**src/rtl/inact_pkg.sv**
```systemverilog
package inact_pkg;

    localparam int RATE_W = 3;
    localparam int STEP_W = 8;

    typedef enum logic {
        ST_WAKE  = 1'b0,
        ST_SLEEP = 1'b1
    } inact_st_e;

    // last index of the step counter: samples per step minus one
    function automatic logic [STEP_W-1:0] step_last(input logic [RATE_W-1:0] code);
        logic [STEP_W-1:0] r;
        unique case (code)
            3'd0:    r = 8'd255;
            3'd1:    r = 8'd127;
            3'd2:    r = 8'd63;
            3'd3:    r = 8'd31;
            3'd4:    r = 8'd15;
            3'd5:    r = 8'd3;
            3'd6:    r = 8'd1;
            default: r = 8'd0;
        endcase
        return r;
    endfunction

endpackage

```
**src/rtl/inact_evt_class.sv**
```systemverilog
module inact_evt_class #(
    parameter int             SRC_N     = 6,
    parameter logic [SRC_N-1:0] RST_MASK  = 6'b011111,
    parameter logic [SRC_N-1:0] WAKE_MASK = 6'b001111
) (
    input  logic [SRC_N-1:0] src,
    output logic             restart,
    output logic             wake
);

    logic [SRC_N-1:0] rst_hit;
    logic [SRC_N-1:0] wake_hit;

    for (genvar i = 0; i < SRC_N; i++) begin : g_src
        assign rst_hit[i]  = RST_MASK[i]  & src[i];
        assign wake_hit[i] = WAKE_MASK[i] & src[i];
    end

    assign restart = |rst_hit;
    assign wake    = |wake_hit;

endmodule

```
**src/rtl/inact_step_timer.sv**
```systemverilog
module inact_step_timer
    import inact_pkg::*;
#(
    parameter int DUR_W = 8
) (
    input  logic              clk,
    input  logic              rst_n,
    input  logic              reload,
    input  logic              tick,
    input  logic [RATE_W-1:0] rate,
    input  logic [DUR_W-1:0]  dur,
    output logic              expire
);

    logic [STEP_W-1:0] step_cnt;
    logic [DUR_W-1:0]  dur_cnt;

    assign expire = tick && (dur_cnt >= dur);

    always_ff @(posedge clk or negedge rst_n) begin
        if (!rst_n) begin
            step_cnt <= '0;
            dur_cnt  <= '0;
        end else if (reload) begin
            step_cnt <= '0;
            dur_cnt  <= '0;
        end else if (tick && !expire) begin
            if (step_cnt >= step_last(rate)) begin
                step_cnt <= '0;
                dur_cnt  <= dur_cnt + 1'b1;
            end else begin
                step_cnt <= step_cnt + 1'b1;
            end
        end
    end

endmodule

```
**src/rtl/inact_irq_flags.sv**
```systemverilog
module inact_irq_flags (
    input  logic clk,
    input  logic rst_n,
    input  logic xfer,
    input  logic irq_clr,
    input  logic flush,
    input  logic gate,
    output logic irq_flag,
    output logic fifo_accept
);

    logic frozen;

    always_ff @(posedge clk or negedge rst_n) begin
        if (!rst_n) begin
            irq_flag <= 1'b0;
            frozen   <= 1'b0;
        end else begin
            if (xfer)
                irq_flag <= 1'b1;
            else if (irq_clr)
                irq_flag <= 1'b0;

            if (xfer && gate)
                frozen <= 1'b1;
            else if (flush || irq_clr || !gate)
                frozen <= 1'b0;
        end
    end

    assign fifo_accept = !frozen;

endmodule

```
**src/rtl/inact_sleep_ctrl.sv**
```systemverilog
module inact_sleep_ctrl
    import inact_pkg::*;
#(
    parameter int               DUR_W     = 8,
    parameter int               SRC_N     = 6,
    parameter logic [SRC_N-1:0] RST_MASK  = 6'b011111,
    parameter logic [SRC_N-1:0] WAKE_MASK = 6'b001111
) (
    input  logic              clk,
    input  logic              rst_n,
    input  logic              smp_stb,
    input  logic [RATE_W-1:0] wake_rate,
    input  logic [RATE_W-1:0] sleep_rate,
    input  logic              slp_en,
    input  logic [DUR_W-1:0]  dur,
    input  logic              fifo_gate,
    input  logic              fifo_flush,
    input  logic              irq_clr,
    input  logic [SRC_N-1:0]  evt_src,
    output logic              in_sleep,
    output logic [RATE_W-1:0] rate_sel,
    output logic              irq_flag,
    output logic              fifo_accept
);

    inact_st_e st_q, st_d;
    logic      ev_restart, ev_wake;
    logic      tmr_reload, tmr_expire;
    logic      xfer;

    inact_evt_class #(
        .SRC_N    (SRC_N),
        .RST_MASK (RST_MASK),
        .WAKE_MASK(WAKE_MASK)
    ) i_class (
        .src    (evt_src),
        .restart(ev_restart),
        .wake   (ev_wake)
    );

    assign tmr_reload = (st_q != ST_WAKE) || ev_restart || !slp_en;

    inact_step_timer #(
        .DUR_W(DUR_W)
    ) i_timer (
        .clk   (clk),
        .rst_n (rst_n),
        .reload(tmr_reload),
        .tick  (smp_stb),
        .rate  (wake_rate),
        .dur   (dur),
        .expire(tmr_expire)
    );

    // next state
    always_comb begin
        st_d = st_q;
        unique case (st_q)
            ST_WAKE:  if (!tmr_reload && tmr_expire) st_d = ST_SLEEP;  // T_EXPIRE
            ST_SLEEP: if (ev_wake || !slp_en)        st_d = ST_WAKE;   // T_WAKE_EVT / T_DISABLE
        endcase
    end

    assign xfer = (st_d != st_q);

    // state register
    always_ff @(posedge clk or negedge rst_n) begin
        if (!rst_n) st_q <= ST_WAKE;
        else        st_q <= st_d;
    end

    // outputs
    always_comb begin
        unique case (st_q)
            ST_WAKE: begin
                in_sleep = 1'b0;
                rate_sel = wake_rate;
            end
            ST_SLEEP: begin
                in_sleep = 1'b1;
                rate_sel = sleep_rate;
            end
        endcase
    end

    inact_irq_flags i_flags (
        .clk        (clk),
        .rst_n      (rst_n),
        .xfer       (xfer),
        .irq_clr    (irq_clr),
        .flush      (fifo_flush),
        .gate       (fifo_gate),
        .irq_flag   (irq_flag),
        .fifo_accept(fifo_accept)
    );

endmodule

```
**config.mk**
```make
export PLATFORM = sky130hd
export DESIGN_NAME = inact_sleep_ctrl
export DESIGN_NICKNAME = d
export VERILOG_FILES = /design/src/rtl/inact_pkg.sv /design/src/rtl/inact_evt_class.sv /design/src/rtl/inact_step_timer.sv /design/src/rtl/inact_irq_flags.sv /design/src/rtl/inact_sleep_ctrl.sv
export SDC_FILE = /design/constraint.sdc
export NUM_CORES = 1
export LEC_CHECK = 0
export ABC_CLOCK_PERIOD_IN_PS = 4100
export CORE_MARGIN = 8
export CORE_UTILIZATION = 35
export CTS_CLUSTER_DIAMETER = 30
export DETAILED_ROUTE_END_ITERATION = 6
export PLACE_DENSITY_LB_ADDON = 0.2
export SYNTH_ARGS = -nofsm -noshare
export SYNTH_HDL_FRONTEND = slang
export SYNTH_SLANG_ARGS = --single-unit
```
**constraint.sdc**
```tcl
create_clock -name clk -period 4.1 [get_ports clk]
set_clock_uncertainty 0.1 [all_clocks]
set_input_delay 0.615 -clock clk [delete_from_list [all_inputs] [get_ports clk]]
set_output_delay 0.615 -clock clk [all_outputs]
set_load 0.005 [all_outputs]
```
==> metrics, run 1 <==
initial antenna violation count 0; Sw Ratio 21.8%; fmax 305 MHz; CTS tree done; Internal Pwr Total 0.289 mW; Post-CTS Resized 0; Rows 23; Routed wire per std cell 13.2 um; stages on the worst setup path 9; Placed Area 0.00181 mm2; Cell variety after synth 43; syn_nets 211; grt ovf 0; Data required, critical path 4.17 ns; Final Wtd Congestion 0.741; Synth Instances 166; number of remaining DRC errors 0; layout cells sized above 1 8.12%; length of routed met2 wiring 1.56 mm; RSZ-0062 raised after global routing false; number of global-route vias before repair 1,312; hold_buf cts 0; Synth Area per Inst 8.73 um2; via density per instance 5.28; met3 wire len 157 um; via count 1,305; Max-cap violations 0; Root Buffer clkbuf_8; Placed Cells 243; #FFs+latches synth 19; Logic pwr share 14.6%; CP bufs+invs 1; design area 0.00185 mm2; clock network latency to the later pin of the worst-skew pair 0.25 ns; critical path endpoint category flop; Reg power frac 50.7%; area of the core 0.00400 mm2; Fin. Hold Viols 0; status complete, no violations; total track usage 10.5%; H-tree levels 1; drt pass-1 iters 4; pre-CTS setup slack 0.548 ns; clock sink count 19; critical path cell sequence clkdlybuf4s50_1 -> or3_1 -> ha_1 -> nand2_1 -> or3_1 -> o221ai_1 -> nand3_2 -> or3_1 -> a21oi_1; Tcrit/Tclk final 79.9%; Final WS setup 0.822 ns; Slew HR 41.8%; CP Data Arrival Time 3.35 ns; critical path class in -> reg; leakage power 0.813 nW; HPWL Detailed 2.64 mm; io pins 33; area delta synth->final 28.0%; FF-to-FF path depth 7; Total Wirelength 3.27 mm; FF-to-FF setup slack 1.55 ns; worst setup path endpoint i_timer.dur_cnt[4]; Layout fillers 371; Sw Pwr 0.0809 mW; wire length on met1 1.55 mm; Clk pwr share 34.7%; post-CTS setup buffer count 0; Slew Viols, Final 0; most frequent cells in the layout clkdlybuf4s50_1 (31), dfrtp_1 (19), ha_1 (18), nor2_1 (17); Clk pin slew, worst setup/hold paths 0.07 ns; full die area 0.00645 mm2; Worst VDD drop 153 uV; Setup crit start kind input pin; Initial Util 36.2%; Post-Syn Area 0.00145 mm2; most common cell after layout, fill and taps aside clkdlybuf4s50_1; setup violators final 0; RR Endpoint i_timer.dur_cnt[4]; Antenna diodes 0; first-pass GRT wire length 5.60 mm; setup_tns 0 ns; minimum clock period after layout 3.28 ns; DRT antenna net count 0; EDFF count, synth 0; Ys Warns 0; DR top layer met3; PD cells 200 mW/mm2; Worst Setup SP wake_rate[2]; die width 80.3 um; sequential-to-total area share from yosys stat 32.8%; ys async rst share 100%; crit path max fanout 10; largest net degree at the start of global routing 20; HP Class reg -> reg; most frequent CP cell or3_1; top_reg_cell synth dfrtp_1; fin cells 247; CP max stage delay 0.51 ns; Power, Total 0.370 mW; cts bufs inserted 3; largest delay contributor family on the critical path simple AND/OR/NAND/NOR gates; Critical Path Slowest Stage Cell clkdlybuf4s50_1; Slew @ Worst Pin 0.871 ns; DIE HEIGHT 80.3 um; Final nets 243; initial drt markers 56; reg2reg start i_timer.dur_cnt[2]; Buffers on Ports 31; Clock Path Buffers 2
==> routing by layer <==
layer / GRT usage (%) / up-vias
met5: 0 / -
met1: 12.6 / 623
met3: 3.91 / 0
met4: 1.27 / 0
met2: 17.6 / 23
li1: - / 659
==> cell usage after synthesis (3+ instances only) <==
master	instances	area [um2]
mux2_2	3	33.8
ha_1	18	225
nand3_1	6	30.0
nand2_1	12	45.0
or3_1	8	50.1
o21ai_0	10	50.1
nor2b_1	3	18.8
clkbuf_1	4	15.0
a21oi_1	10	50.1
dfrtp_1	19	475
nand4_1	5	31.3
nor2_1	17	63.8
inv_1	12	45.0
==> area by class of cell <==
class	instances	area, um2	area share, %
multi-input combinational	130	908	49.0
inverter	12	45.0	2.43
tap	50	62.6	3.37
clock buffer	4	45.0	2.43
sequential	19	475	25.6
timing repair buffer	32	318	17.1
==> metrics by stage <==
stage | util (%) | hold slack [ns]
2_1_floorplan | - | 0.219
3_3_place_gp | 45.2 | 0.390
3_5_place_dp | 45.2 | 0.403
4_1_cts | 46.4 | 0.432
5_1_grt | 46.4 | 0.474
6_report | 46.4 | 0.423
==> flip-flops by register name, indices dropped and copies added (netlist names) <==
signal	cells
i_timer.dur_cnt	8
i_timer.step_cnt	8
i_flags.frozen	1
i_flags.irq_flag	1
st_q	1
==> power by group through the flow <==
stage	Clock, mW	Combinational (mW)	Sequential [mW]
after floorplan	0	0.0184	0.191
after global placement	0	0.0526	0.191
final	0.128	0.0542	0.188
after global routing	0.143	0.0601	0.187
after CTS	0.134	0.0552	0.187
after detailed placement	0	0.0549	0.191
==> worst min path at each step <==
stage                           from               end  slack [ns]  cells after the start
floorplan                      rst_n    i_flags.frozen        0.22                      0
global placement    i_flags.irq_flag  i_flags.irq_flag        0.39                      2
detailed placement  i_flags.irq_flag  i_flags.irq_flag        0.40                      2
CTS                 i_flags.irq_flag  i_flags.irq_flag        0.43                      2
global route        i_flags.irq_flag  i_flags.irq_flag        0.47                      2
finish              i_flags.irq_flag  i_flags.irq_flag        0.42                      2
==> cells by family after synthesis <==
logic type,count (synthesis),synth area share (%)
flops,19,32.8
simple gates,69,25.5
buf+inv,17,4.49
fa+ha+maj,18,15.5
compound gates,36,16.8
xor+xnor,3,1.81
mux,4,3.02
==> worst reg2reg max path, delay by kind of cell (launching register included) <==
family	cells	cell delay, ns
fa+ha+maj	1	0.32
flops	1	0.42
compound gates	4	0.91
simple gates	2	0.72
No activity file was read; power rests on OpenSTA's default activity.
==> run 2, diff against run 1 <==
Settings changed: ABC_CLOCK_PERIOD_IN_PS 4100 to 3300.
Clock period 4.1 ns to 3.3 ns, I/O delays scaled along.
==> run 2 against run 1 <==
Effect of this change: sequential power is 24% higher; via count is 1.0% lower; clock-buffer cell count stayed put; utilization is 0.75 points higher; non-clock buffer count is 4 higher; sequential share of layout area is 0.41 points lower; largest cell class unchanged; largest power group unchanged.
==> metrics, run 2 (synthesized netlist as in run 1, its figures left out) <==
hold_buf cts 0; drt pass-1 iters 4; CP Data Arrival Time 3.16 ns; Fin. Hold Viols 0; layout cells sized above 1 9.95%; Slew @ Worst Pin 0.844 ns; Tcrit/Tclk final 93.3%; setup violators final 0; Antenna diodes 0; Slew HR 43.6%; number of remaining DRC errors 0; Setup crit start kind input pin; DIE HEIGHT 80.3 um; fmax 325 MHz; Slew Viols, Final 0; status complete, no violations; Max-cap violations 0; number of global-route vias before repair 1,339; first-pass GRT wire length 5.81 mm; via density per instance 5.15; Clk pin slew, worst setup/hold paths 0.07 ns; FF-to-FF setup slack 0.78 ns; full die area 0.00645 mm2; area of the core 0.00400 mm2; clock sink count 19; Root Buffer clkbuf_8; clock network latency to the later pin of the worst-skew pair 0.26 ns; DRT antenna net count 0; Routed wire per std cell 13.2 um; Post-CTS Resized 0; Initial Util 36.2%; initial antenna violation count 0; PD cells 247 mW/mm2; most common cell after layout, fill and taps aside clkdlybuf4s50_1; Clock Path Buffers 2; Rows 23; worst hold start i_flags.irq_flag; minimum clock period after layout 3.08 ns; reg2reg start i_timer.dur_cnt[2]; Worst VDD drop 235 uV; Data required, critical path 3.38 ns; largest net degree at the start of global routing 20; top flop regs i_timer.dur_cnt x8, i_timer.step_cnt x8; via count 1,292; HPWL Detailed 2.82 mm; grt ovf 0; H-tree levels 1; HP Class reg -> reg; die width 80.3 um; leakage power 0.832 nW; io pins 33; CTS tree done; cts bufs inserted 3; Final WS setup 0.222 ns; post-CTS setup buffer count 0; Hold WS 0.422 ns; final core utilization 47.1%; crit path max fanout 7; area delta synth->final 30.1%; Buffers on Ports 31; Total Wirelength 3.32 mm; most frequent cells in the layout clkdlybuf4s50_1 (31), dfrtp_1 (19), ha_1 (18), nor2_1 (17); initial drt markers 43; Worst Setup SP wake_rate[2]; pre-CTS setup slack -0.0599 ns; RSZ-0062 raised after global routing false; critical path endpoint category flop; total track usage 11.1%; critical path class in -> reg; Final nets 247; Final Wtd Congestion 0.779
-- run 2: path summary, 6_finish.rpt --
| path | end | depth (start not counted) |
|---|---|---|
| worst max-delay path | i_timer.dur_cnt[3] | 9 |
| worst min-delay path | i_flags.irq_flag | 2 |
| worst max register to register | i_timer.step_cnt[6] | 7 |
| worst min register to register | i_flags.irq_flag | 2 |
| max in group asynchronous | i_timer.dur_cnt[0] | 1 |
| min in group asynchronous | i_timer.step_cnt[2] | 1 |
-- run 2: final cells by class --
class | count | area (um2)
sequential | 19 | 475
multi-input combinational | 130 | 908
clock buffer | 4 | 45.0
fill | 399 | 2120
inverter | 12 | 45.0
tap | 50 | 62.6
timing repair buffer | 36 | 348
-- run 2: worst max-delay path, stage by stage --
cell and delay [ns]:
clkdlybuf4s50_1 0.49, or3_1 0.40, ha_1 0.30, nand2_1 0.08, or3_1 0.32, o221ai_1 0.34, nand3_2 0.19, or3_1 0.38
a21oi_1 0.16
-- run 2: per-layer routing --
metal / vias to the layer above / track usage (%) / wire, um
met5: - / 0 / 0
met4: 0 / 2.18 / 8
met3: 2 / 3.57 / 154
met2: 22 / 18.9 / 1630
met1: 604 / 13.2 / 1520
li1: 664 / - / -
-- run 2: power by group --
part	internal, mW	switching (mW)
Combinational	0.0418	0.0270
Sequential	0.233	0.000106
Clock	0.0860	0.0773
Total	0.361	0.104
-- run 2: stage by stage --
step | total power [mW] | instance area [um2] | setup TNS [ns] | cells
floorplan | 0.260 | 1450 | 0 | 166
global placement | 0.304 | 1840 | 0 | 247
detailed placement | 0.307 | 1840 | -0.155 | 247
CTS | 0.471 | 1880 | 0 | 251
global route | 0.487 | 1880 | 0 | 251
finish | 0.465 | 1880 | 0 | 251
==> run 3, diff against run 2 <==
Settings changed: CAP_MARGIN set to 20, GPL_ROUTABILITY_DRIVEN set to 0.
==> results of run 3 <==
The final DEF is identical to that of run 2; final timing and power are the same.
